===== config.mk =====
export PLATFORM = sky130hd
export DESIGN_NAME = dma_irq_agg
export DESIGN_NICKNAME = d
export VERILOG_FILES = /design/src/rtl/dma_irq_pkg.sv /design/src/rtl/dma_irq_rst_sync.sv /design/src/rtl/dma_irq_chan.sv /design/src/rtl/dma_irq_regif.sv /design/src/rtl/dma_irq_agg.sv
export SDC_FILE = /design/constraint.sdc
export NUM_CORES = 1
export LEC_CHECK = 0
export BUFFER_PORTS_ARGS = -buffer_cell sky130_fd_sc_hd__buf_2
export CAP_MARGIN = 20
export CORE_ASPECT_RATIO = 1.75
export CORE_UTILIZATION = 46
export DETAILED_ROUTE_END_ITERATION = 10
export GPL_ROUTABILITY_DRIVEN = 1
export PLACE_DENSITY_LB_ADDON = 0.15
export SKIP_LAST_GASP = 1
export SLEW_MARGIN = 20
export SYNTH_ARGS = -nofsm -noshare
export SYNTH_HDL_FRONTEND = slang
export SYNTH_SLANG_ARGS = --single-unit

===== constraint.sdc =====
create_clock -name clk -period 5.1 [get_ports clk]
set_input_delay 0.255 -clock clk [delete_from_list [all_inputs] [get_ports clk]]
set_output_delay 0.255 -clock clk [all_outputs]
set_load 0.02 [all_outputs]

===== src/rtl/dma_irq_pkg.sv =====
package dma_irq_pkg;
  localparam int DW      = 32;
  localparam int CW      = 5;   // live bits in a channel word
  localparam int B_ERR   = 0;
  localparam int B_END   = 1;
  localparam int B_START = 2;
  localparam int B_HEN   = 3;
  localparam int B_HALT  = 4;
  localparam int NCLR    = 3;   // write-one-to-clear flags in bits NCLR-1:0
endpackage


===== src/rtl/dma_irq_rst_sync.sv =====
module dma_irq_rst_sync (
  input  logic clk,
  input  logic rst_n,
  output logic rst_sync_n
);
  logic s1_q, s2_q;

  always_ff @(posedge clk or negedge rst_n) begin
    if (!rst_n) begin
      s1_q <= 1'b0;
      s2_q <= 1'b0;
    end else begin
      s1_q <= 1'b1;
      s2_q <= s1_q;
    end
  end

  assign rst_sync_n = s2_q;
endmodule


===== src/rtl/dma_irq_chan.sv =====
module dma_irq_chan
  import dma_irq_pkg::*;
(
  input  logic          clk,
  input  logic          rst_ni,
  input  logic          wr_sel_i,
  input  logic [CW-2:0] wdata_i,
  input  logic          ev_err_i,
  input  logic          ev_end_i,
  input  logic          end_ie_i,
  input  logic          ev_start_i,
  input  logic          start_ie_i,
  input  logic          halted_i,
  output logic [CW-1:0] word_o,
  output logic          pend_o
);
  logic err_q, end_q, start_q, hen_q;
  logic err_d, end_d, start_d, hen_d;
  logic set_err, set_end, set_start;
  logic upd_en;

  assign set_err   = ev_err_i;
  assign set_end   = ev_end_i & end_ie_i;
  assign set_start = ev_start_i & start_ie_i;
  assign upd_en    = wr_sel_i | set_err | set_end | set_start;

  // next state: a clear is applied first, then a set overrides it
  always_comb begin
    err_d   = err_q;
    end_d   = end_q;
    start_d = start_q;
    hen_d   = hen_q;
    if (wr_sel_i) begin
      if (wdata_i[B_ERR])   err_d   = 1'b0;
      if (wdata_i[B_END])   end_d   = 1'b0;
      if (wdata_i[B_START]) start_d = 1'b0;
      hen_d = wdata_i[B_HEN];
    end
    if (set_err)   err_d   = 1'b1;
    if (set_end)   end_d   = 1'b1;
    if (set_start) start_d = 1'b1;
  end

  always_ff @(posedge clk or negedge rst_ni) begin
    if (!rst_ni) begin
      err_q   <= 1'b0;
      end_q   <= 1'b0;
      start_q <= 1'b0;
      hen_q   <= 1'b0;
    end else if (upd_en) begin
      err_q   <= err_d;
      end_q   <= end_d;
      start_q <= start_d;
      hen_q   <= hen_d;
    end
  end

  always_comb begin
    word_o         = '0;
    word_o[B_ERR]  = err_q;
    word_o[B_END]  = end_q;
    word_o[B_START]= start_q;
    word_o[B_HEN]  = hen_q;
    word_o[B_HALT] = halted_i;
  end

  assign pend_o = err_q | end_q | start_q | (hen_q & halted_i);

  p_err_set_r2: assert property (@(posedge clk) disable iff (!rst_ni)
    ev_err_i |=> word_o[B_ERR]);
  p_end_gate_r3: assert property (@(posedge clk) disable iff (!rst_ni)
    (ev_end_i && !end_ie_i && !wr_sel_i) |=> $stable(word_o[B_END]));
  p_start_gate_r4: assert property (@(posedge clk) disable iff (!rst_ni)
    (ev_start_i && !start_ie_i && !wr_sel_i) |=> $stable(word_o[B_START]));
  p_clear_r6: assert property (@(posedge clk) disable iff (!rst_ni)
    (wr_sel_i && wdata_i[B_ERR] && !ev_err_i) |=> !word_o[B_ERR]);
  p_set_wins_r7: assert property (@(posedge clk) disable iff (!rst_ni)
    (wr_sel_i && wdata_i[B_END] && ev_end_i && end_ie_i) |=> word_o[B_END]);
  p_halt_live_r5: assert property (@(posedge clk) disable iff (!rst_ni)
    (word_o[B_HEN] && halted_i) |-> pend_o);
endmodule


===== src/rtl/dma_irq_regif.sv =====
module dma_irq_regif
  import dma_irq_pkg::*;
#(
  parameter int NCH      = 16,
  parameter int AW       = 5,
  parameter int SUM_ADDR = 16
) (
  input  logic                     clk,
  input  logic                     rst_ni,
  input  logic                     wr_en_i,
  input  logic [AW-1:0]            addr_i,
  input  logic [NCH-1:0][CW-1:0]   chan_word_i,
  input  logic [NCH-1:0]           sum_i,
  input  logic                     irq_i,
  output logic [NCH-1:0]           wr_sel_o,
  output logic [DW-1:0]            rdata_o
);
  localparam logic [AW-1:0] SUM_A = AW'(SUM_ADDR);

  logic [NCH-1:0] hit;

  for (genvar c = 0; c < NCH; c++) begin : g_dec
    assign hit[c]      = (addr_i == AW'(c));
    assign wr_sel_o[c] = wr_en_i & hit[c];
  end

  always_comb begin
    rdata_o = '0;
    if (addr_i == SUM_A) begin
      rdata_o[NCH-1:0] = sum_i;
    end else begin
      for (int c = 0; c < NCH; c++) begin
        if (hit[c]) rdata_o[CW-1:0] = chan_word_i[c];
      end
    end
  end

  p_wsel_onehot_r10: assert property (@(posedge clk) disable iff (!rst_ni)
    $onehot0(wr_sel_o));
  p_sum_rsvd_r8: assert property (@(posedge clk) disable iff (!rst_ni)
    (addr_i == SUM_A) |-> (rdata_o[DW-1:NCH] == '0));
  p_irq_match_r9: assert property (@(posedge clk) disable iff (!rst_ni)
    (addr_i == SUM_A) |-> ((rdata_o != '0) == irq_i));
endmodule


===== src/rtl/dma_irq_agg.sv =====
module dma_irq_agg
  import dma_irq_pkg::*;
#(
  parameter int NCH      = 16,
  parameter int AW       = 5,
  parameter int SUM_ADDR = 16
) (
  input  logic             clk,
  input  logic             rst_n,
  input  logic             wr_en_i,
  input  logic [AW-1:0]    addr_i,
  input  logic [DW-1:0]    wdata_i,
  output logic [DW-1:0]    rdata_o,
  input  logic [NCH-1:0]   ev_err_i,
  input  logic [NCH-1:0]   ev_end_i,
  input  logic [NCH-1:0]   end_ie_i,
  input  logic [NCH-1:0]   ev_start_i,
  input  logic [NCH-1:0]   start_ie_i,
  input  logic [NCH-1:0]   halted_i,
  output logic             irq_o
);
  logic                   rst_sync_n;
  logic [NCH-1:0]         wr_sel;
  logic [NCH-1:0][CW-1:0] chan_word;
  logic [NCH-1:0]         sum;
  logic                   unused_wdata;

  assign unused_wdata = ^wdata_i[DW-1:CW-1];

  dma_irq_rst_sync u_rst (
    .clk        (clk),
    .rst_n      (rst_n),
    .rst_sync_n (rst_sync_n)
  );

  for (genvar c = 0; c < NCH; c++) begin : g_ch
    dma_irq_chan u_ch (
      .clk        (clk),
      .rst_ni     (rst_sync_n),
      .wr_sel_i   (wr_sel[c]),
      .wdata_i    (wdata_i[CW-2:0]),
      .ev_err_i   (ev_err_i[c]),
      .ev_end_i   (ev_end_i[c]),
      .end_ie_i   (end_ie_i[c]),
      .ev_start_i (ev_start_i[c]),
      .start_ie_i (start_ie_i[c]),
      .halted_i   (halted_i[c]),
      .word_o     (chan_word[c]),
      .pend_o     (sum[c])
    );
  end

  assign irq_o = |sum;

  dma_irq_regif #(
    .NCH      (NCH),
    .AW       (AW),
    .SUM_ADDR (SUM_ADDR)
  ) u_regif (
    .clk         (clk),
    .rst_ni      (rst_sync_n),
    .wr_en_i     (wr_en_i),
    .addr_i      (addr_i),
    .chan_word_i (chan_word),
    .sum_i       (sum),
    .irq_i       (irq_o),
    .wr_sel_o    (wr_sel),
    .rdata_o     (rdata_o)
  );

  p_rst_quiet_r1: assert property (@(posedge clk)
    !rst_sync_n |=> (rst_sync_n || !irq_o));
endmodule


## Word-level counts from Yosys, hierarchy flattened

Cells that the tools add are included.
Widths: inputs -> output; s select.

- Register bits: 66

- Equal/unequal tests: 16
- Multiplexer cells: 117
- Bitwise operators: 160
- Reductions and logical operators: 162

Operator list:

| cell | number |
|---|---|
| $reduce_bool 2->1 | 96 |
| $reduce_and 3->1 | 48 |
| $mux 1 | 99 |
| $or 1x1->1 | 96 |
| $mux 5 | 17 |
| $and 1x1->1 | 64 |
| $eq 5x4->1 const B | 8 |
| $reduce_and 2->1 | 16 |
| $eq 5x3->1 const B | 4 |
| $reduce_or 16->1 | 1 |
| $mux 11 | 1 |
| $eq 5x2->1 const B | 2 |
| $eq 5x1->1 const B | 1 |
| $eq 5x5->1 const B | 1 |
| $logic_not 5->1 | 1 |

## Depth between registers and ports, before layout

Gate-level depths: netlist of run 1.

- Word-level depth: 18
- Depth in mapped cells: 8

## Hierarchy

A second synthesis of run 1 with hierarchy kept.

- Cells, all modules: 492
- Area total of the unflattened synthesis: 4600.7 um2

Modules (own cells, without submodules):

| module | instances | cells each | area each (um2) |
|---|---|---|---|
| dma_irq_chan | 16 | 17 | 196.4 |
| dma_irq_regif | 1 | 212 | 1372.6 |
| dma_irq_rst_sync | 1 | 3 | 53.8 |
| dma_irq_agg | 1 | 5 | 31.3 |

## Worst setup path after synthesis of run 1

OpenSTA, ideal clock, no wires.

- Path type: reg-to-output
- Start: register g_ch[3].u_ch.hen_q
- End: output rdata_o[3]
- Arrival time: 1641 ps
- Setup slack: 3204 ps
- Cell stages (with the launch flop): 5
- Cells stage by stage: dfrtp_1 a2111oi_0 o2bb2ai_1 a211o_1 o32a_1

- Word-level cells in the longest chain between the ends: 14
- Elaborated cells between the ends (all ways): 16

RTL lines:

| item | RTL line | RTL |
|---|---|---|
| from (decl) | dma_irq_chan.sv:17 | `logic err_q, end_q, start_q, hen_q;` |
| from (signal assigned) | dma_irq_chan.sv:54 | `hen_q <= hen_d;` |
| $mux 5 (13 in series) | dma_irq_regif.sv:33 | `if (hit[c]) rdata_o[CW-1:0] = chan_word_i[c];` |
| $mux 5 * | dma_irq_regif.sv:29 | `if (addr_i == SUM_A) begin` |
| to (decl) | dma_irq_agg.sv:13 | `output logic [DW-1:0] rdata_o,` |

Every way passes the cells marked *; elsewhere a longest branch is shown, timed or not.

## Worst setup path after layout of run 1

- Start: input addr_i[0]
- End: output rdata_o[2]

- Word-level cells in the longest chain between the ends: 18
- Elaborated cells between the ends (all ways): 34

RTL lines:

| item | RTL line | RTL |
|---|---|---|
| from (decl) | dma_irq_agg.sv:11 | `input logic [AW-1:0] addr_i,` |
| $logic_not 5->1 | dma_irq_regif.sv:23 | `assign hit[c] = (addr_i == AW'(c));` |
| $mux 5 (16 in series) | dma_irq_regif.sv:33 |  |
| $mux 5 * | dma_irq_regif.sv:29 |  |

Marks and branches as above.

==> results.tsv, run 1 <==
metric	value	unit
outcome	completed	
fin_crit_sh	57.7	%
cp_num_buf_inv	2	
synth_cell_types	68	
synth_cells	455	
final_area	5090	µm²
clkPwrFrac	41.0	%
grt_overflow_total	0	
crit_top_cell	buf_2	
async_flop_share	100	%
fmax	340	MHz
cp.arrival	2.69	ns
drtPass1Iterations	5	
place_ws	2.16	ns
crit_fanout	43	
syn_area_per_cell	9.41	µm²
syn_to_final_growth	19.0	%
layout_setup_ws	2.16	ns
maxCapViolations	0	
ant_nets	0	
cp_cell_sequence	buf_2 -> nand2b_1 -> nor2_1 -> a222oi_1 -> a31oi_1 -> or2_1 -> buf_2	
dieArea	9710	µm²
layout_commonest_cell	buf_2	
place_congestion	0.893	
post_dp_cell_area	4820	µm²
total_power	1.36	mW
maxSlewViolCount	0	
synth_warnings	0	
grt_pass1_wl	20.8	mm
stdcell_count	689	
cp_slowest_cell	buf_2	
register_area	1650	µm²
pwr-share-comb	15.8	%
worstSkewPairLatency	0.34	ns
synth_seq_area_share	38.6	%
diodes	0	
cp_top_family	simple AND/OR/NAND/NOR gates	
row_count	46	
routedWlPerCell	19.7	µm
numCtsBuffers	9	
leakagePower	2.13	nW
dr_wl_met2	6.95	mm
synth-seq-cells	66	
fin_skew	0.00762	ns
tightest_slew	0.981	ns
ctsResizeCount	0	
yosys.area.top_type_share	38.6	%
timing.final.hold_violations	0	
fp.dieW	74.9	µm
fin_setup_tns	0	ns
power.internal	0.980	mW
required	4.85	ns
cts_root_buf	clkbuf_16	
post-route-min-period	2.94	ns
max-slew-margin-rel	32.9	%
viasPerCell	5.84	
yosysTopAreaCell	dfrtp_1	
drc_errors	0	
drt-initial-drc-count	312	
swShare	27.7	%
clk_pin_slew	0.05	ns
drive_gt1_share	30.9	%
layout_common_cells	buf_2 (124), nand2_1 (67), dfrtp_1 (65)	
grt_pass1_vias	3871	
seqPwrFrac	43.2	%
numPortBuffers	124	
multi_input_area	2350	µm²
cts_tree	built	
synthesis.area	4280	µm²
worstHoldPathType	input port to flop	
boundaryPins	169	
synth-edff-count	0	
rsz0062_at_grt	no	
cp_slowest_stage_delay	0.65	ns
htreeDepth	3	
synthTopCellsByArea	dfrtp_1 (39%), a22o_1 (6.5%), nand2_1 (5.9%)	
antenna_found_initial	0	
critPathKind	input port to output port	
worstSetupEndpointType	output port	
top_layer_used	met4	
wl_met3	608	µm
core_area	9040	µm²
dp_hpwl	10.0	mm
start_util	47.4	%
synth_flop_cell	dfrtp_1	
dp_cells	673	
wl	13.6	mm
met1_length	5.64	mm
die_y	130	µm
grt_max_degree	65	
power.density	266	nW/µm²
net-switching-power	0.376	mW
cts_sinks	66	
setup.worst_path.start_class	input port	
finalSetupViolCount	0	
final_nets	701	
n_fill_cell	859	
vdd_drop_max	0.000171	V
grt_usage	29.7	%
cts_buffer_depth	2	
vias	4027	
-- Yosys cell counts (5+ instances only) --
cell and count:
nand2_1 67, dfrtp_1 66, a22o_1 32, nor2_1 31, buf_4 22, a21o_1 18, nor3_1 16, a2111oi_0 14
a21oi_1 10, mux2_1 10, mux2_2 10, clkbuf_1 9, nand3_1 9, buf_6 8, mux2i_1 7, o21ai_0 7
nand2b_1 6, nor2_2 6, inv_1 5, nor2b_1 5, o2bb2ai_1 5
-- flip-flops by register name (all words and copies together), names as in the netlist --
signal	flops
g_ch.u_ch.end_q	16
g_ch.u_ch.err_q	16
g_ch.u_ch.hen_q	16
g_ch.u_ch.start_q	16
u_rst.rst_sync_n	1
u_rst.s1_q	1
-- cell families (layout without fill, tap and decap cells) --
group | after synthesis | after routing | synth area share, %
compound gates | 125 | 125 | 23.4
flops | 66 | 66 | 38.6
other cells | 2 | 17 | 0.175
mux | 27 | 27 | 6.90
buf+inv | 49 | 148 | 7.75
simple gates | 186 | 186 | 23.2
-- power groups by stage --
stage                     sequential [mW]  combinational, mW  clock [mW]
after global routing                0.589              0.234       0.589
after detailed placement            0.593              0.213           0
after global placement              0.592              0.210           0
after CTS                           0.585              0.215       0.567
final                               0.585              0.214       0.556
after floorplan                     0.589              0.141           0
-- through the flow --
stage	hold WS (ns)	util (%)
detailed placement	0.0411	53.3
floorplan	-0.0406	-
CTS	0.0894	56.4
global route	0.0996	56.4
global placement	0.0388	53.3
finish	0.0928	56.4
-- path summary, 6_finish.rpt --
path / startpoint / endpoint / slack [ns] / cells past startpoint
min reg2reg: u_rst.s1_q / u_rst.rst_sync_n / 0.36 / 0
max in group asynchronous: u_rst.rst_sync_n / g_ch[10].u_ch.start_q / 4.09 / 1
max reg2reg: u_rst.rst_sync_n / g_ch[10].u_ch.start_q / 4.09 / 1
min in group asynchronous: rst_n / u_rst.rst_sync_n / 0.23 / 2
min: ev_err_i[3] / g_ch[3].u_ch.err_q / 0.09 / 2
max: addr_i[0] / rdata_o[2] / 2.16 / 7
-- routing by layer --
layer	vias to the layer above	track usage [%]
li1	1880	-
met1	1969	37.3
met2	152	49.4
met3	26	4.90
met4	0	12.7
met5	-	0
-- cell type report --
type / instances / share of cell area, %
well taps: 120 / 2.95
clock inverters: 3 / 0.344
inverters: 5 / 0.369
repair buffers: 128 / 12.8
multi-input cells: 355 / 46.2
clock buffers: 12 / 4.84
flip-flops and latches: 66 / 32.5
-- repair_timing --
action                                 CTS  global route
endpoints found under the hold margin    2             0
buffers inserted                         0             0
hold buffers                             1             0
(Power assumes the default switching activity.)
==> run 2: changes to the inputs <==
- CORE_UTILIZATION: 46 -> 45
- clock period: 5.1 -> 2.37 ns (I/O delays scaled with it)
==> run 2 against run 1 <==
Net effect: non-clock buffer count grew 46; sequential share of layout area shrank 2.9 points; critical path depth shrank 2; via count grew 6.7%; clock skew shrank 0.0013 ns; die area grew 2.2%; design area grew 9.8%; cell count grew 6.8%; combinational power grew 140%; sequential cell count is the same; sequential power grew 120%.
==> results.tsv, run 2 (synthesis results as in run 1) <==
metric	value	unit	change
outcome	completed		unchanged
row_count	46		unchanged
grt_overflow_total	0		unchanged
drtPass1Iterations	7		was 5
routedWlPerCell	18.4	µm	was 19.7 µm
ant_nets	0		unchanged
finalSetupViolCount	0		unchanged
diodes	0		unchanged
antenna_found_initial	0		unchanged
dieArea	9920	µm²	was 9710 µm²
rsz0062_at_grt	no		unchanged
boundaryPins	169		unchanged
wl	13.6	mm	about the same
worstSkewPairLatency	0.34	ns	about the same
fin_setup_tns	0	ns	unchanged
fmax	438	MHz	
vdd_drop_max	0.000468	V	was 0.000171 V
htreeDepth	3		unchanged
cp_slowest_stage_delay	0.55	ns	was 0.65 ns
start_util	46.8	%	was 47.4%
dp_hpwl	10.2	mm	was 10.0 mm
cp_num_buf_inv	2		unchanged
cts_root_buf	clkbuf_16		unchanged
drive_gt1_share	34.4	%	was 30.9%
grt_max_degree	35		was 65
cp.arrival	2.17	ns	was 2.69 ns
cts_sinks	66		unchanged
drt-initial-drc-count	379		was 312
max-slew-margin-rel	49.1	%	was 32.9%
post-route-min-period	2.28	ns	
grt_pass1_vias	4079		was 3871
core_area	9150	µm²	was 9040 µm²
grt_pass1_wl	20.6	mm	was 20.8 mm
final_nets	747		was 701
whs	0.00566	ns	was 0.0928 ns
drc_errors	0		unchanged
crit_fanout	3		was 43
setup.worst_path.start_class	flop		was input port
cp-startpoint	g_ch[4].u_ch.err_q		was addr_i[0]
layout_commonest_cell	buf_2		unchanged
hp-start	end_ie_i[12]		was ev_err_i[3]
viasPerCell	5.84		about the same
place_congestion	1.10		was 0.893
numCtsBuffers	9		unchanged
leakagePower	2.36	nW	was 2.13 nW
vias	4295		was 4027
worstHoldPathType	input port to flop		unchanged
cts_tree	built		unchanged
fin_crit_sh	96.4	%	
power.density	542	nW/µm²	was 266 nW/µm²
cp_slowest_cell	or4_4		was buf_2
tightest_slew	0.763	ns	was 0.981 ns
cts_buffer_depth	2		unchanged
required	2.25	ns	was 4.85 ns
worstSetupEndpointType	output port		unchanged
cp_cell_sequence	a2111oi_1 -> buf_4 -> nand4_1 -> or4_4 -> buf_2		was buf_2 -> nand2b_1 -> nor2_1 -> a222oi_1 -> a31oi_1 -> or2_1 -> buf_2
numPortBuffers	124		unchanged
fp.dieW	75.7	µm	was 74.9 µm
critPathKind	flop to output port		was input port to output port
grt_usage	28.6	%	was 29.7%
syn_to_final_growth	30.6	%	was 19.0%
die_y	131	µm	was 130 µm
n_fill_cell	832		was 859
clk_pin_slew	0.05	ns	about the same
r2r_start	u_rst.rst_sync_n		unchanged
maxSlewViolCount	0		unchanged
cp_top_family	simple AND/OR/NAND/NOR gates		unchanged
fin_skew	0.00636	ns	was 0.00762 ns
layout_common_cells	buf_2 (124), nand2_1 (67), dfrtp_1 (65)		unchanged
timing.final.hold_violations	0		unchanged
maxCapViolations	0		unchanged
-- run 2: cell types whose count changed in the layout (fill, tap and decap cells not counted), moves of 5 or more --
| cell | previous run | this run |
|---|---|---|
| a2111oi_0 | 14 | 0 |
| dlygate4sd3_1 | 1 | 23 |
| buf_4 | 3 | 26 |
| a2111oi_2 | 1 | 10 |
| a2111oi_1 | 0 | 5 |
-- run 2: layout make-up --
| class | instances | area, µm² | share of cell area, % |
|---|---|---|---|
| Multi-Input combinational cell | 355 | 2420 | 43.3 |
| Clock inverter | 4 | 26.3 | 0.470 |
| Timing Repair Buffer | 174 | 1070 | 19.1 |
| Inverter | 5 | 18.8 | 0.336 |
| Clock buffer | 12 | 256 | 4.59 |
| Tap cell | 120 | 150 | 2.69 |
| Sequential cell | 66 | 1650 | 29.6 |
-- run 2: worst paths after layout --
path | endpoint | slack, ns | cells past startpoint
worst max-delay path | irq_o | 0.09 | 5
worst min-delay path | g_ch[12].u_ch.end_q | 0.006 | 2
worst max register to register | g_ch[12].u_ch.hen_q | 1.38 | 1
worst min register to register | g_ch[14].u_ch.end_q | 0.34 | 0
max in group asynchronous | g_ch[12].u_ch.hen_q | 1.38 | 1
min in group asynchronous | u_rst.rst_sync_n | 0.10 | 2
-- run 2: power by group --
part,leakage [nW],switching (mW),internal [mW]
logic,1.57,0.277,0.227
clock network,0.139,0.483,0.762
registers,0.652,0.0823,1.20
-- run 2: per-stage QoR --
| stage | power (mW) | cells | instance area [µm²] | setup slack, ns | util, % |
|---|---|---|---|---|---|
| after global routing | 3.15 | 736 | 5590 | 0.0147 | 61.1 |
| after CTS | 3.03 | 736 | 5530 | 0.00403 | 60.5 |
| after floorplan | 1.57 | 470 | 4340 | 0.396 | - |
| after global placement | 1.74 | 697 | 5010 | 0.261 | 54.8 |
| final | 3.03 | 736 | 5590 | 0.0851 | 61.1 |
| after detailed placement | 1.75 | 697 | 5010 | 0.263 | 54.8 |
-- run 2: metal layers --
layer	global-route usage, %	wire length (µm)
met1	34.8	5420
met2	47.7	6950
met3	6.52	781
met4	12.2	429
met5	0	0
-- run 2: what timing repair did --
action / CTS / global route
endpoints found under the hold margin: 24 / 0
gates resized for setup: 4 / 20
setup endpoints to repair: 1 / 2
setup buffers: 0 / 0
hold buffers: 23 / 0
==> run 3: changes to the inputs <==
- GPL_ROUTABILITY_DRIVEN: 1 -> 0
- GPL_TIMING_DRIVEN: unset -> 0
==> run 3 against run 2 <==
Net effect: sequential share of layout area shrank 1.8 points; clock power grew 9%; cell count grew 4.5%; clock skew grew 0.0035 ns; combinational power grew 15%; hold slack lost 0.0031 ns; worst setup slack lost 0.085 ns; wire length grew 15%; critical path type unchanged; largest cell class unchanged.
==> results.tsv, run 3 (synthesis results as in run 1) <==
metric	value	unit	change
cts_tree	built		unchanged
post_cts_buffers	0		unchanged
vdd_drop_max	0.000366	V	was 0.000468 V
maxSlewViolCount	0		unchanged
n_fill_cell	804		was 832
syn_to_final_growth	39.1	%	was 30.6%
fin_setup_tns	0	ns	unchanged
max-slew-margin-rel	45.5	%	was 49.1%
use_met1	38.3	%	was 34.8%
drtPass1Iterations	7		unchanged
drive_gt1_share	34.2	%	was 34.4%
rsz0062_at_grt	yes		was no
dieArea	9920	µm²	unchanged
final_nets	780		was 747
die_y	131	µm	unchanged
worstSkewPairLatency	0.35	ns	was 0.34 ns
grt_pass1_wl	23.5	mm	was 20.6 mm
numPortBuffers	122		was 124
fp.dieW	75.7	µm	unchanged
fin_crit_sh	100	%	was 96.4%
viasPerCell	5.95		was 5.84
place_ws	-0.0215	ns	was 0.263 ns
layout_setup_ws	0.000221	ns	was 0.0851 ns
grt_overflow_total	0		unchanged
busiest_layer	met2		unchanged
vias	4572		was 4295
fmax	422	MHz	was 438 MHz
post-route-min-period	2.37	ns	was 2.28 ns
grt_max_degree	36		was 35
cp.arrival	2.25	ns	was 2.17 ns
htreeDepth	3		unchanged
clk_pin_slew	0.06	ns	was 0.05 ns
use_met3	6.37	%	was 6.52%
setup.worst_path.start_class	flop		unchanged
required	2.25	ns	about the same
drc_errors	0		unchanged
met2_usage	54.6	%	was 47.7%
row_count	46		unchanged
leakagePower	2.48	nW	was 2.36 nW
ant_nets	0		unchanged
grt_usage	33.0	%	was 28.6%
core_area	9150	µm²	unchanged
layout_common_cells	buf_2 (126), nand2_1 (67), dfrtp_1 (65)		was buf_2 (124), nand2_1 (67), dfrtp_1 (65)
tightest_slew	0.818	ns	was 0.763 ns
worstHoldPathType	input port to flop		unchanged
maxCapViolations	0		unchanged
wl	15.6	mm	was 13.6 mm
numCtsBuffers	9		unchanged
fin_util	65.1	%	was 61.1%
power.density	543	nW/µm²	was 542 nW/µm²
total_power	3.23	mW	was 3.03 mW
cts_buffer_depth	2		unchanged
outcome	completed		unchanged
start_util	46.8	%	unchanged
layout_commonest_cell	buf_2		unchanged
grt_pass1_vias	4480		was 4079
diodes	0		unchanged
critPathKind	flop to output port		unchanged
timing.final.hold_violations	0		unchanged
routedWlPerCell	20.2	µm	was 18.4 µm
worstSetupEndpointType	output port		unchanged
crit_fanout	3		unchanged
boundaryPins	169		unchanged
cts_root_buf	clkbuf_16		unchanged
cts_sinks	66		unchanged
antenna_found_initial	0		unchanged
drt-initial-drc-count	539		was 379
fin_skew	0.00989	ns	was 0.00636 ns
dp_hpwl	11.3	mm	was 10.2 mm
finalSetupViolCount	0		unchanged
run 3: cell types whose count changed in the layout (fill, tap and decap cells not counted), sizes merged:
cell,change
buf,+7
dlygate4sd3,+17
clkinv,-2
inv,+3
clkinvlp,+1
bufinv,+1
clkbuf,+6
run 3: per-stage QoR:
stage	instance area, µm²	std cells	hold slack, ns
after floorplan	4340	470	-0.177
final	5950	769	0.00255
after CTS	5880	769	0.000832
after global routing	5950	769	0.00360
after global placement	5100	712	-0.0963
after detailed placement	5120	713	-0.0958
run 3: where the power goes:
part	switching, mW	internal, mW	total [mW]
Combinational	0.310	0.271	0.581
Sequential	0.0943	1.20	1.29
Clock	0.539	0.822	1.36
Total	0.943	2.29	3.23
run 3: worst paths after layout:
check / from / end / slack [ns] / cells past startpoint
worst max-delay path: g_ch[3].u_ch.err_q / rdata_o[3] / 0.0002 / 5
worst min-delay path: end_ie_i[8] / g_ch[8].u_ch.end_q / 0.003 / 2
worst max register to register: g_ch[12].u_ch.start_q / g_ch[12].u_ch.start_q / 1.10 / 2
worst min register to register: u_rst.rst_sync_n / g_ch[14].u_ch.start_q / 0.27 / 0
max in group asynchronous: u_rst.rst_sync_n / g_ch[6].u_ch.end_q / 1.56 / 1
min in group asynchronous: rst_n / u_rst.rst_sync_n / 0.08 / 2
run 3: timing repair:
| item | in CTS | in global routing |
|---|---|---|
| hold buffers | 40 | 0 |
| gates resized for setup | 13 | 16 |
| pin swaps | 0 | 1 |
| cloned | 0 | 0 |
| endpoints found under the setup margin | 2 | 2 |
| endpoints found under the hold margin | 37 | 0 |
run 3: final cells by class:
| type | count | area [µm²] | share of cell area, % |
|---|---|---|---|
| Tap cell | 120 | 150 | 2.52 |
| Sequential cell | 66 | 1660 | 27.8 |
| Inverter | 5 | 18.8 | 0.315 |
| Clock inverter | 7 | 76.3 | 1.28 |
| Timing Repair Buffer | 163 | 1030 | 17.3 |
| Clock buffer | 9 | 225 | 3.78 |
| Buffer | 44 | 313 | 5.25 |
| Multi-Input combinational cell | 355 | 2480 | 41.7 |
run 3: per-layer routing:
layer | routed length, µm | vias to the layer above
li1 | - | 2028
met1 | 5710 | 2170
met2 | 7710 | 292
met3 | 1190 | 82
met4 | 949 | 0
met5 | 0 | -
run 3: critical path, stage by stage, from the launching register on:
cell and delay (ns):
dfrtp_1 0.44, a2111oi_4 0.47, o2bb2ai_1 0.18, a211o_1 0.25, o32a_1 0.38, buf_2 0.17
